`src/rtl/pixclk_pkg.sv`:
```
package pixclk_pkg;

  typedef enum logic {
    DIV_BY_ONE  = 1'b0,
    DIV_BY_SLOW = 1'b1
  } div_sel_e;

  // ticks of the core clock in one horizontal period for a given divide ratio
  function automatic int period_ticks(input int ratio);
    return 2 * ratio;
  endfunction

  // ticks spent high at the start of a period
  function automatic int high_ticks(input int ratio);
    return ratio;
  endfunction

endpackage

```
`src/rtl/pixclk_timebase.sv`:
```
module pixclk_timebase
  import pixclk_pkg::*;
#(
  parameter int DIV_SLOW = 2
) (
  input  logic clk_i,
  input  logic rst_ni,
  input  logic div_sel_i,
  output logic hclk_o,
  output logic hclk_tick_o,
  output logic bound_o
);

  localparam int PH_W = $clog2(period_ticks(DIV_SLOW));
  localparam logic [PH_W-1:0] LAST_FAST = PH_W'(period_ticks(1) - 1);
  localparam logic [PH_W-1:0] LAST_SLOW = PH_W'(period_ticks(DIV_SLOW) - 1);
  localparam logic [PH_W-1:0] HIGH_FAST = PH_W'(high_ticks(1));
  localparam logic [PH_W-1:0] HIGH_SLOW = PH_W'(high_ticks(DIV_SLOW));

  logic [PH_W-1:0] ph_q;
  div_sel_e        div_q;
  logic [PH_W-1:0] last_ph;
  logic [PH_W-1:0] high_len;

  assign last_ph     = (div_q == DIV_BY_SLOW) ? LAST_SLOW : LAST_FAST;
  assign high_len    = (div_q == DIV_BY_SLOW) ? HIGH_SLOW : HIGH_FAST;
  assign bound_o     = (ph_q == last_ph);
  assign hclk_o      = (ph_q < high_len);
  assign hclk_tick_o = (ph_q == '0);

  // reset parks the counter in the last low tick so the first edge opens a period
  always_ff @(posedge clk_i or negedge rst_ni) begin
    if (!rst_ni) begin
      ph_q  <= LAST_FAST;
      div_q <= DIV_BY_ONE;
    end else if (bound_o) begin
      ph_q  <= '0;
      div_q <= div_sel_e'(div_sel_i);
    end else begin
      ph_q  <= ph_q + PH_W'(1);
    end
  end

  p_fast_duty_r2: assert property (@(posedge clk_i) disable iff (!rst_ni)
    (div_q == DIV_BY_ONE && hclk_o) |=> !hclk_o);

  p_slow_duty_r3: assert property (@(posedge clk_i) disable iff (!rst_ni)
    (div_q == DIV_BY_SLOW && hclk_tick_o) |=> hclk_o);

  p_tick_on_rise_r4: assert property (@(posedge clk_i) disable iff (!rst_ni)
    hclk_tick_o |-> (hclk_o && !$past(hclk_o)));

  p_div_hold_r5: assert property (@(posedge clk_i) disable iff (!rst_ni)
    !bound_o |=> $stable(div_q));

endmodule

```
`src/rtl/pixclk_shaper.sv`:
```
module pixclk_shaper (
  input  logic clk_i,
  input  logic rst_ni,
  input  logic bound_i,
  input  logic hclk_i,
  input  logic drdy_mode_i,
  input  logic pol_inv_i,
  input  logic pix_valid_i,
  output logic pclk_o
);

  logic drdy_q;
  logic pol_q;
  logic gate_q;
  logic pass_en;

  // settings and the valid decision are frozen for a whole period
  always_ff @(posedge clk_i or negedge rst_ni) begin
    if (!rst_ni) begin
      drdy_q <= 1'b0;
      pol_q  <= 1'b0;
      gate_q <= 1'b0;
    end else if (bound_i) begin
      drdy_q <= drdy_mode_i;
      pol_q  <= pol_inv_i;
      gate_q <= pix_valid_i;
    end
  end

  assign pass_en = !drdy_q || gate_q;
  assign pclk_o  = (hclk_i && pass_en) ^ pol_q;

  p_free_follow_r6: assert property (@(posedge clk_i) disable iff (!rst_ni)
    (bound_i && !drdy_mode_i) |=> (pclk_o == (hclk_i ^ $past(pol_inv_i))));

  p_idle_rest_r7: assert property (@(posedge clk_i) disable iff (!rst_ni)
    (bound_i && drdy_mode_i && !pix_valid_i) |=> (pclk_o == $past(pol_inv_i)));

  p_pol_hold_r8: assert property (@(posedge clk_i) disable iff (!rst_ni)
    !bound_i |=> $stable(pol_q));

endmodule

```
`src/rtl/pixclk_gen.sv`:
```
module pixclk_gen #(
  parameter int DIV_SLOW = 2
) (
  input  logic clk_i,
  input  logic rst_ni,
  input  logic div_sel_i,
  input  logic drdy_mode_i,
  input  logic pol_inv_i,
  input  logic pix_valid_i,
  output logic hclk_o,
  output logic hclk_tick_o,
  output logic pclk_o
);

  logic hclk_w;
  logic period_end_w;

  pixclk_timebase #(.DIV_SLOW(DIV_SLOW)) u_timebase (
    .clk_i      (clk_i),
    .rst_ni     (rst_ni),
    .div_sel_i  (div_sel_i),
    .hclk_o     (hclk_w),
    .hclk_tick_o(hclk_tick_o),
    .bound_o    (period_end_w)
  );

  pixclk_shaper u_shaper (
    .clk_i      (clk_i),
    .rst_ni     (rst_ni),
    .bound_i    (period_end_w),
    .hclk_i     (hclk_w),
    .drdy_mode_i(drdy_mode_i),
    .pol_inv_i  (pol_inv_i),
    .pix_valid_i(pix_valid_i),
    .pclk_o     (pclk_o)
  );

  assign hclk_o = hclk_w;

  // a tick strobe may only appear while the horizontal clock is high
  p_strobe_high_r4: assert property (@(posedge clk_i) disable iff (!rst_ni)
    hclk_tick_o |-> hclk_o);

endmodule

```
`config.mk`:
```
export PLATFORM = sky130hd
export DESIGN_NAME = pixclk_gen
export DESIGN_NICKNAME = d
export VERILOG_FILES = /design/src/rtl/pixclk_pkg.sv /design/src/rtl/pixclk_timebase.sv /design/src/rtl/pixclk_shaper.sv /design/src/rtl/pixclk_gen.sv
export SDC_FILE = /design/constraint.sdc
export NUM_CORES = 1
export LEC_CHECK = 0
export CAP_MARGIN = 20
export CORE_AREA = 2 2 39 41
export DETAILED_ROUTE_END_ITERATION = 16
export DIE_AREA = 0 0 41 43
export DONT_BUFFER_PORTS = 1
export REMOVE_ABC_BUFFERS = 1
export SLEW_MARGIN = 10
export SYNTH_ARGS = -nofsm -noshare
export SYNTH_HDL_FRONTEND = slang
export SYNTH_SLANG_ARGS = --single-unit
```
`constraint.sdc`:
```
create_clock -name clk_i -period 1.65 [get_ports clk_i]
set_input_delay 0.0825 -clock clk_i [delete_from_list [all_inputs] [get_ports clk_i]]
set_output_delay 0.0825 -clock clk_i [all_outputs]
set_load 0.02 [all_outputs]
```
==> results.json, run 1 <==
{
  "vias": 195,
  "synth_area_per_cell_sq_um": 12.3,
  "dieArea_sq_mm": 0.00176,
  "p_leak_uw": 0.000203,
  "drive_gt1_frac": 0.343,
  "ant_nets": 0,
  "cts_tree": "built",
  "hold_viol_final": 0,
  "crit_chain": "inv_1 > ha_1 > o21a_1 > nor3_2 > xor2_1 > buf_4",
  "status": "completed",
  "ys_ff_latch": 6,
  "hold_slack_ns": 0.153,
  "worst_r2r_path_depth": 4,
  "arrival_ns": 1.49,
  "core_area_sq_mm": 0.00138,
  "clockRootBuffer": "clkbuf_4",
  "die_x_um": 41,
  "multi_input_area_sq_um": 116,
  "drc": 0,
  "overflow": 0,
  "crit_path_end": "pclk_o",
  "fillCellCount": 145,
  "avgViaCountPerCell": 3.82,
  "dieHeight_um": 43,
  "io_buffers": 0,
  "h-tree-depth": 1,
  "vdd_ir_drop_max_v": 0.000892,
  "r2r_start": "u_timebase.div_q$_DFFE_PN0N_",
  "crit_required_ns": 1.57,
  "critPathLaunch": "u_timebase.div_q$_DFFE_PN0N_",
  "cts-buffers-inserted": 3,
  "finalCritPeriodShare": 0.955,
  "register_area_sq_um": 151,
  "fmax_mhz": 634,
  "synth_top_area_frac": 0.442,
  "grtUsageTotal": 0.0789,
  "rows": 14,
  "yosysTopAreaCell": "dfrtp_1",
  "cts.reportedPaths.clkPinSlew_ns": 0.05,
  "clk_latency_ns": 0.24,
  "rrSetupSlack_ns": 0.31,
  "critPathMaxFanout": 2,
  "drt_wl_total_um": 509,
  "period_needed_ns": 1.58,
  "num_antenna_cells": 0,
  "grt_first_pass_wirelength_um": 848,
  "cp_slowest_cell": "dfrtp_1",
  "drv_cap": 0,
  "routedWlPerCell_um": 9.98,
  "antenna_found_initial": 0,
  "clock_path_buffers": 2,
  "seq_area_frac_synth": 0.535,
  "setup_viol": 0,
  "endpoint_kind": "output pin",
  "fin_worst_skew_ns": 0.000417,
  "max_slew_margin": 0.740,
  "grt_max_degree": 7,
  "yosys.cell_types.count": 12,
  "dr.pass1.iters": 3,
  "finalNonFillerCells": 51,
  "syn2layout_area_growth_pct": 42.0,
  "ios": 9,
  "max_stage_delay_ns": 0.33,
  "dp.cells": 40,
  "worst_slew_pin_slew_ns": 0.388,
  "r2r_end": "u_shaper.gate_q$_DFFE_PN0N_",
  "syn_inst": 23,
  "clkSinkCount": 6,
  "powerDensity_mw_per_mm2": 2250,
  "start_util": 0.204,
  "startpoint_type": "flop",
  "synthTopCellsByArea": "dfrtp_1, mux2_2, dfstp_2",
  "final_nets": 44,
  "first_global_vias": 214,
  "hold_class": "in2async",
  "crit_type": "reg2out",
  "drtIter0Drc": 1,
  "cts-resized-gates": 0,
  "syn_area_sq_um": 283,
  "yosysWarnings": 0,
  "slew_viol_final": 0,
  "place_congestion": 0.698
}
layout make-up:
cell class,count,area share
Sequential cell,6,0.377
Multi-Input combinational cell,13,0.290
Inverter,4,0.0374
Timing Repair Buffer,8,0.181
Clock buffer,4,0.0654
Tap cell,16,0.0498
registers in the layout, summed over array words and instances (netlist names):
signal            cells
u_shaper.drdy_q       1
u_timebase.div_q      1
u_timebase.ph_q       2
u_shaper.gate_q       1
u_shaper.pol_q        1
per-stage QoR:
stage	setup slack (ns)	setup TNS (ns)	utilization	total power (uW)	cell area, sq um
after detailed placement	0.260	0	0.224	702	310
after global routing	-0.0170	-0.0170	0.290	978	402
after floorplan	0.241	0	-	591	283
final	0.0735	0	0.290	902	402
after global placement	0.273	0	0.224	677	310
after CTS	0.0176	0	0.285	884	394
per-layer routing:
| layer | vias up | global-route usage | routed length (um) |
|---|---|---|---|
| met5 | - | 0 | 0 |
| met4 | 0 | 0.0200 | 0 |
| met3 | 0 | 0.0785 | 59 |
| met2 | 11 | 0.109 | 251 |
| met1 | 88 | 0.0822 | 198 |
| li1 | 96 | - | - |
repair_timing:
| item | CTS | global route |
|---|---|---|
| setup endpoints to repair | 1 | 1 |
| pin swaps | 0 | 2 |
| setup buffers | 1 | 1 |
| endpoints found under the hold margin | 10 | 0 |
| hold buffers | 5 | 0 |
critical path: cells and delay by family (launching register included):
family                     cells  cell delay, ns
adders and majority gates      1            0.30
DFF                            1            0.33
buffers and inverters          2            0.20
xor gates and xnor gates       1            0.16
and+or+nand+nor                1            0.13
AOI/OAI and AO/OA              1            0.13
cells in the mapped netlist (all sizes together):
cell	n
nand2	1
nor2	1
nor3	1
xor2	1
ha	2
and2	1
dfstp	1
inv	4
dfrtp	5
nor2b	1
o21a	1
mux2	4
cells by family (layout without fill, tap and decap cells):
kind of cell / count (synthesis) / in the layout / synth area share
xor+xnor: 1 / 1 / 0.0310
buf+inv: 4 / 16 / 0.0531
compound gates: 1 / 1 / 0.0266
fa+ha+maj: 2 / 2 / 0.0885
flops: 6 / 6 / 0.535
mux: 4 / 4 / 0.159
simple gates: 5 / 5 / 0.106
placed cells by master (no fill, tap or decap), types with 2 or more instances in the layout:
| cell | netlist | layout |
|---|---|---|
| ha_1 | 2 | 2 |
| dfrtp_1 | 5 | 5 |
| clkbuf_4 | 0 | 3 |
| inv_1 | 4 | 4 |
| dlygate4sd3_1 | 0 | 5 |
| mux2_2 | 4 | 4 |
| buf_4 | 0 | 3 |
report_power, final:
| part | leakage, uW | switching, uW | internal, uW |
|---|---|---|---|
| Sequential | 0.0000692 | 31.4 | 213 |
| Combinational | 0.000119 | 250 | 261 |
| Clock | 0.0000150 | 54.7 | 91.7 |
| Total | 0.000203 | 336 | 566 |
worst min path at each step:
stage                 from                            to  slack [ns]  depth (start not counted)
global placement    rst_ni  u_timebase.ph_q[1]$_DFF_PN0_       -0.21                          0
CTS                 rst_ni   u_shaper.drdy_q$_DFFE_PN0N_        0.15                          1
detailed placement  rst_ni  u_timebase.div_q$_DFFE_PN0N_       -0.21                          0
finish              rst_ni   u_shaper.gate_q$_DFFE_PN0N_        0.15                          1
floorplan           rst_ni   u_shaper.drdy_q$_DFFE_PN0N_       -0.21                          0
global route        rst_ni   u_shaper.drdy_q$_DFFE_PN0N_        0.17                          1
(Power assumes the default switching activity.)
==> run 2: changes to the inputs <==
Settings changed: SYNTH_HIERARCHICAL set to 1.
==> run 2 against run 1 <==
Die area unchanged. Global-route usage grew 0.91 points. First-iteration DRC count shrank 100%. Register-to-register slack improved by 0.03 ns. Maximum frequency fell by 0.99%. Clock power grew 6%. Critical path type unchanged.
==> results.json, run 2 <==
{
  "fin_worst_skew_ns": 0.0115,
  "worst_slew_pin_slew_ns": 0.291,
  "dieArea_sq_mm": 0.00176,
  "r2r_start": "u_timebase/ph_q[1]$_DFF_PN0_",
  "syn_inst": 25,
  "cts_tree": "built",
  "synth_edf_count": 0,
  "slew_viol_final": 0,
  "clockRootBuffer": "clkbuf_4",
  "vias": 210,
  "final_nets": 47,
  "critPathMaxFanout": 3,
  "h-tree-depth": 1,
  "synthTopCellsByArea": "dfrtp_1, dfstp_2, ha_1",
  "fmax_mhz": 628,
  "io_buffers": 0,
  "synth_top_area_frac": 0.437,
  "drc": 0,
  "r2r_end": "u_shaper/pol_q$_DFFE_PN0P_",
  "antenna_found_initial": 0,
  "dpl_cell_area_sq_um": 322,
  "rsz0062_at_grt": "true",
  "finalCritPeriodShare": 0.965,
  "drt_wl_total_um": 537,
  "seq_area_frac_synth": 0.528,
  "clock_path_buffers": 2,
  "vdd_ir_drop_max_v": 0.000648,
  "num_antenna_cells": 0,
  "crit_required_ns": 1.57,
  "max_slew_margin": 0.806,
  "arrival_ns": 1.51,
  "fillCellCount": 150,
  "ios": 9,
  "dieHeight_um": 43,
  "rrSetupSlack_ns": 0.34,
  "grt_max_degree": 7,
  "postLayoutCellArea_sq_um": 428,
  "tns_ns": 0,
  "routedWlPerCell_um": 9.94,
  "worst_r2r_path_depth": 3,
  "syn_area_sq_um": 287,
  "clkSinkCount": 6,
  "startpoint_type": "flop",
  "cts.reportedPaths.clkPinSlew_ns": 0.06,
  "core_area_sq_mm": 0.00138,
  "crit_type": "reg2out",
  "ys_ff_latch": 6,
  "power.total_uw": 1030,
  "rows": 14,
  "hold_class": "in2async",
  "clk_latency_ns": 0.25,
  "overflow": 0,
  "drive_gt1_frac": 0.447,
  "synth_common_cells": "dfrtp_1, inv_1, ha_1, mux2_2, o21ai_2",
  "drtIter0Drc": 0,
  "powerDensity_mw_per_mm2": 2400,
  "layout_common_cells": "dlygate4sd3_1, dfrtp_1, buf_4, inv_1, clkbuf_4",
  "die_x_um": 41,
  "ant_nets": 0,
  "status": "completed",
  "synth_ff_type": "dfrtp_1",
  "place_congestion": 0.590,
  "start_util": 0.207,
  "first_global_vias": 228,
  "yosysTopAreaCell": "dfrtp_1",
  "synth_async_sr_flop_share": 1.00,
  "grtUsageTotal": 0.0880,
  "endpoint_kind": "output pin",
  "p_leak_uw": 0.000208,
  "largest_reg_flops": 2,
  "yosys.cell_types.count": 14,
  "dr.pass1.iters": 1,
  "critPathLaunch": "u_timebase/div_q$_DFFE_PN0N_",
  "grt_first_pass_wirelength_um": 966,
  "crit_path_end": "pclk_o",
  "cts-buffers-inserted": 3,
  "largest_register": "u_timebase/ph_q",
  "hold_viol_final": 0,
  "avgViaCountPerCell": 3.89,
  "period_needed_ns": 1.59,
  "drv_cap": 0,
  "yosysWarnings": 6,
  "synth_area_per_cell_sq_um": 11.5,
  "setup_viol": 0,
  "syn2layout_area_growth_pct": 49.3
}
run 2: cell type report:
class	instances	area (sq um)	share of cell area
clock buffers	4	26.3	0.0614
inverters	5	18.8	0.0439
multi-input cells	14	131	0.307
flip-flops and latches	6	151	0.354
well taps	16	20.0	0.0468
repair buffers	9	80.1	0.187
run 2: cells by family after synthesis:
family,Yosys count,synth area share
compound gates,4,0.105
xor+xnor,1,0.0306
fa+ha+maj,2,0.0873
buf+inv,5,0.0655
flops,6,0.528
mux,2,0.0786
simple gates,5,0.105
run 2: through the flow:
stage	hold slack, ns	std cells	worst slack [ns]	util
final	0.143	54	0.0578	0.309
after global routing	0.151	54	-0.0567	0.309
after CTS	0.146	53	0.0221	0.304
after detailed placement	-0.213	43	0.188	0.232
after global placement	-0.213	43	0.204	0.232
after floorplan	-0.213	25	-0.0609	-
run 2: how the worst min path moves through the flow:
stage / start / to / slack (ns) / cells after the start
5_1_grt: rst_ni / u_shaper/drdy_q$_DFFE_PN0P_ / 0.15 / 1
6_report: rst_ni / u_shaper/gate_q$_DFFE_PN0P_ / 0.14 / 1
3_3_place_gp: rst_ni / u_timebase/div_q$_DFFE_PN0N_ / -0.21 / 0
4_1_cts: rst_ni / u_shaper/drdy_q$_DFFE_PN0P_ / 0.15 / 1
3_5_place_dp: rst_ni / u_timebase/ph_q[1]$_DFF_PN0_ / -0.21 / 0
2_1_floorplan: rst_ni / u_shaper/drdy_q$_DFFE_PN0P_ / -0.21 / 0
run 2: where the power goes:
group	internal (uW)	total [uW]	switching (uW)
sequential	212	252	39.7
combinational	338	620	282
clock	92.2	155	62.4
total	643	1030	384
run 2: timing repair:
action	4_1_cts	5_1_grt
resized for setup	3	0
endpoints found under the hold margin	10	0
endpoints found under the setup margin	1	1
pin swaps	1	1
setup buffers	1	1
hold buffers	5	0
run 2: routing by layer:
| layer | part of all wire | global-route usage |
|---|---|---|
| met2 | 0.51 | 0.128 |
| met1 | 0.42 | 0.0921 |
| met4 | 0 | 0.0800 |
| met3 | 0.071 | 0.0314 |
| met5 | 0 | 0 |
run 2: worst max-delay path, stage by stage, from the launching register on:
cell     delay, ns
dfrtp_1       0.38
inv_2         0.09
ha_4          0.20
o21a_1        0.11
nor2_2        0.12
o21ai_2       0.08
xnor2_1       0.13
buf_4         0.16
==> run 3: changes to the inputs <==
Settings changed: CELL_PAD_IN_SITES_DETAIL_PLACEMENT set to 1, CELL_PAD_IN_SITES_GLOBAL_PLACEMENT set to 1, PLACE_DENSITY_LB_ADDON set to 0.1, SLEW_MARGIN 10 to 30.
==> run 3 against run 2 <==
Sequential cell count did not move. Via count rose by 6.7%. Clock skew fell by 0.00094 ns. Final cell count rose by 5.6%. Utilization rose by 1.6 points. Global-route usage rose by 0.28 points. Power rose by 7.0%. Count of clock-buffer cells in the layout did not move. Worst hold slack improved by 0.012 ns. First-iteration DRC count did not move. Non-clock buffer count rose by 3. Critical path type unchanged. Critical endpoint unchanged. Largest cell class unchanged.
==> results.json, run 3 (synthesis gave the netlist of run 2 again) <==
{
  "status": "completed",
  "h-tree-depth": 1,
  "slew_viol_final": 0,
  "rows": 14,
  "fin_worst_skew_ns": 0.0106,
  "largest_register": "u_timebase/ph_q",
  "drive_gt1_frac": 0.488,
  "cp_slowest_cell": "dfrtp_1",
  "die_x_um": 41,
  "hold_viol_final": 0,
  "vdd_ir_drop_max_v": 0.000628,
  "largest_reg_flops": 2,
  "drv_cap": 0,
  "io_buffers": 0,
  "finalCritPeriodShare": 0.984,
  "setup_viol": 0,
  "drc": 0,
  "ios": 9,
  "layout_common_cells": "buf_4, dlygate4sd3_1, dfrtp_1",
  "finalWorstSetupSlack_ns": 0.0267,
  "rsz0062_at_grt": "true",
  "postLayoutCellArea_sq_um": 450,
  "dieArea_sq_mm": 0.00176,
  "power.total_uw": 1100,
  "fillCellCount": 158,
  "period_needed_ns": 1.62,
  "core_area_sq_mm": 0.00138,
  "first_global_vias": 203,
  "drtIter0Drc": 0,
  "layout_commonest_cell": "buf_4",
  "clockRootBuffer": "clkbuf_4",
  "routedWlPerCell_um": 11.2,
  "syn2layout_area_growth_pct": 57.2,
  "powerDensity_mw_per_mm2": 2440,
  "ant_nets": 0,
  "path_delay_family": "flip-flops",
  "crit_type": "reg2out",
  "clkSinkCount": 6,
  "cts.reportedPaths.clkPinSlew_ns": 0.05,
  "antenna_found_initial": 0,
  "grtUsageTotal": 0.0908,
  "cts-buffers-inserted": 3,
  "avgViaCountPerCell": 3.93,
  "dp_worst_setup_slack_ns": 0.150,
  "critPathMaxFanout": 2,
  "p_leak_uw": 0.000222,
  "dr.pass1.iters": 1,
  "crit_required_ns": 1.57,
  "max_stage_delay_ns": 0.38,
  "worst_slew_pin_slew_ns": 0.296,
  "cts_tree": "built",
  "grt_first_pass_wirelength_um": 952,
  "final_nets": 50,
  "overflow": 0,
  "dieHeight_um": 43,
  "dp.cells": 43,
  "dp_hpwl_um": 404,
  "start_util": 0.207,
  "startpoint_type": "flop",
  "place_congestion": 0.611,
  "finalNonFillerCells": 57,
  "hold_class": "in2async",
  "crit_chain": "inv_2 > ha_4 > o21a_1 > nor2_2 > o21ai_2 > xnor2_1 > buf_4",
  "endpoint_kind": "output pin",
  "fmax_mhz": 616,
  "dpl_cell_area_sq_um": 322,
  "num_antenna_cells": 0,
  "drt_wl_total_um": 639,
  "vias": 224,
  "max_slew_margin": 0.802,
  "arrival_ns": 1.54,
  "grt_max_degree": 7,
  "clock_path_buffers": 2,
  "crit_buf_inv": 2,
  "clk_latency_ns": 0.24
}
run 3: cell types whose count changed in the layout (fill, tap and decap cells not counted):
| cell | previous run | this run |
|---|---|---|
| buf_4 | 4 | 7 |
run 3: routing by layer:
metal,track usage,part of all wire,vias to the layer above
met5,0,0,-
met4,0.100,0.017,0
met3,0.0314,0.066,2
met2,0.119,0.55,6
met1,0.101,0.36,105
li1,-,-,111
run 3: path summary, 6_finish.rpt:
check / from / end / slack [ns] / cells past startpoint
min reg2reg: u_timebase/ph_q[0]$_DFF_PN1_ / u_timebase/ph_q[0]$_DFF_PN1_ / 0.46 / 1
max: u_timebase/div_q$_DFFE_PN0N_ / pclk_o / 0.03 / 7
max in group asynchronous: rst_ni / u_timebase/ph_q[0]$_DFF_PN1_ / 1.20 / 1
min in group clk_i: u_timebase/ph_q[0]$_DFF_PN1_ / u_timebase/ph_q[0]$_DFF_PN1_ / 0.46 / 1
min: rst_ni / u_shaper/gate_q$_DFFE_PN0P_ / 0.15 / 1
max reg2reg: u_timebase/ph_q[1]$_DFF_PN0_ / u_shaper/pol_q$_DFFE_PN0P_ / 0.24 / 4
run 3: power breakdown:
group          leakage (uW)  total (uW)  internal (uW)  switching [uW]
registers         0.0000702         250            213            37.1
logic              0.000137         704            386             317
clock network     0.0000150         145           91.6            53.8
total              0.000222        1100            691             408
run 3: area by class of cell:
type                            instances  area [sq um]  share of cell area
Clock buffer                            4          26.3              0.0583
Inverter                                5          18.8              0.0417
Multi-Input combinational cell         14           131               0.292
Sequential cell                         6           151               0.336
Tap cell                               16          20.0              0.0444
Timing Repair Buffer                   12           103               0.228
run 3: per-stage QoR:
step / utilization / hold slack (ns) / setup TNS (ns)
6_report: 0.325 / 0.155 / 0
5_1_grt: 0.325 / 0.153 / -0.0911
4_1_cts: 0.315 / 0.159 / 0
3_5_place_dp: 0.232 / -0.213 / 0
3_3_place_gp: 0.232 / -0.213 / 0
2_1_floorplan: - / -0.213 / -0.0609
run 3: repair_timing:
item	CTS	global route
setup endpoints to repair	1	2
hold endpoints to repair	10	0
hold buffers	5	0
pin swaps	1	3
buffers inserted	3	2
resized for setup	3	0
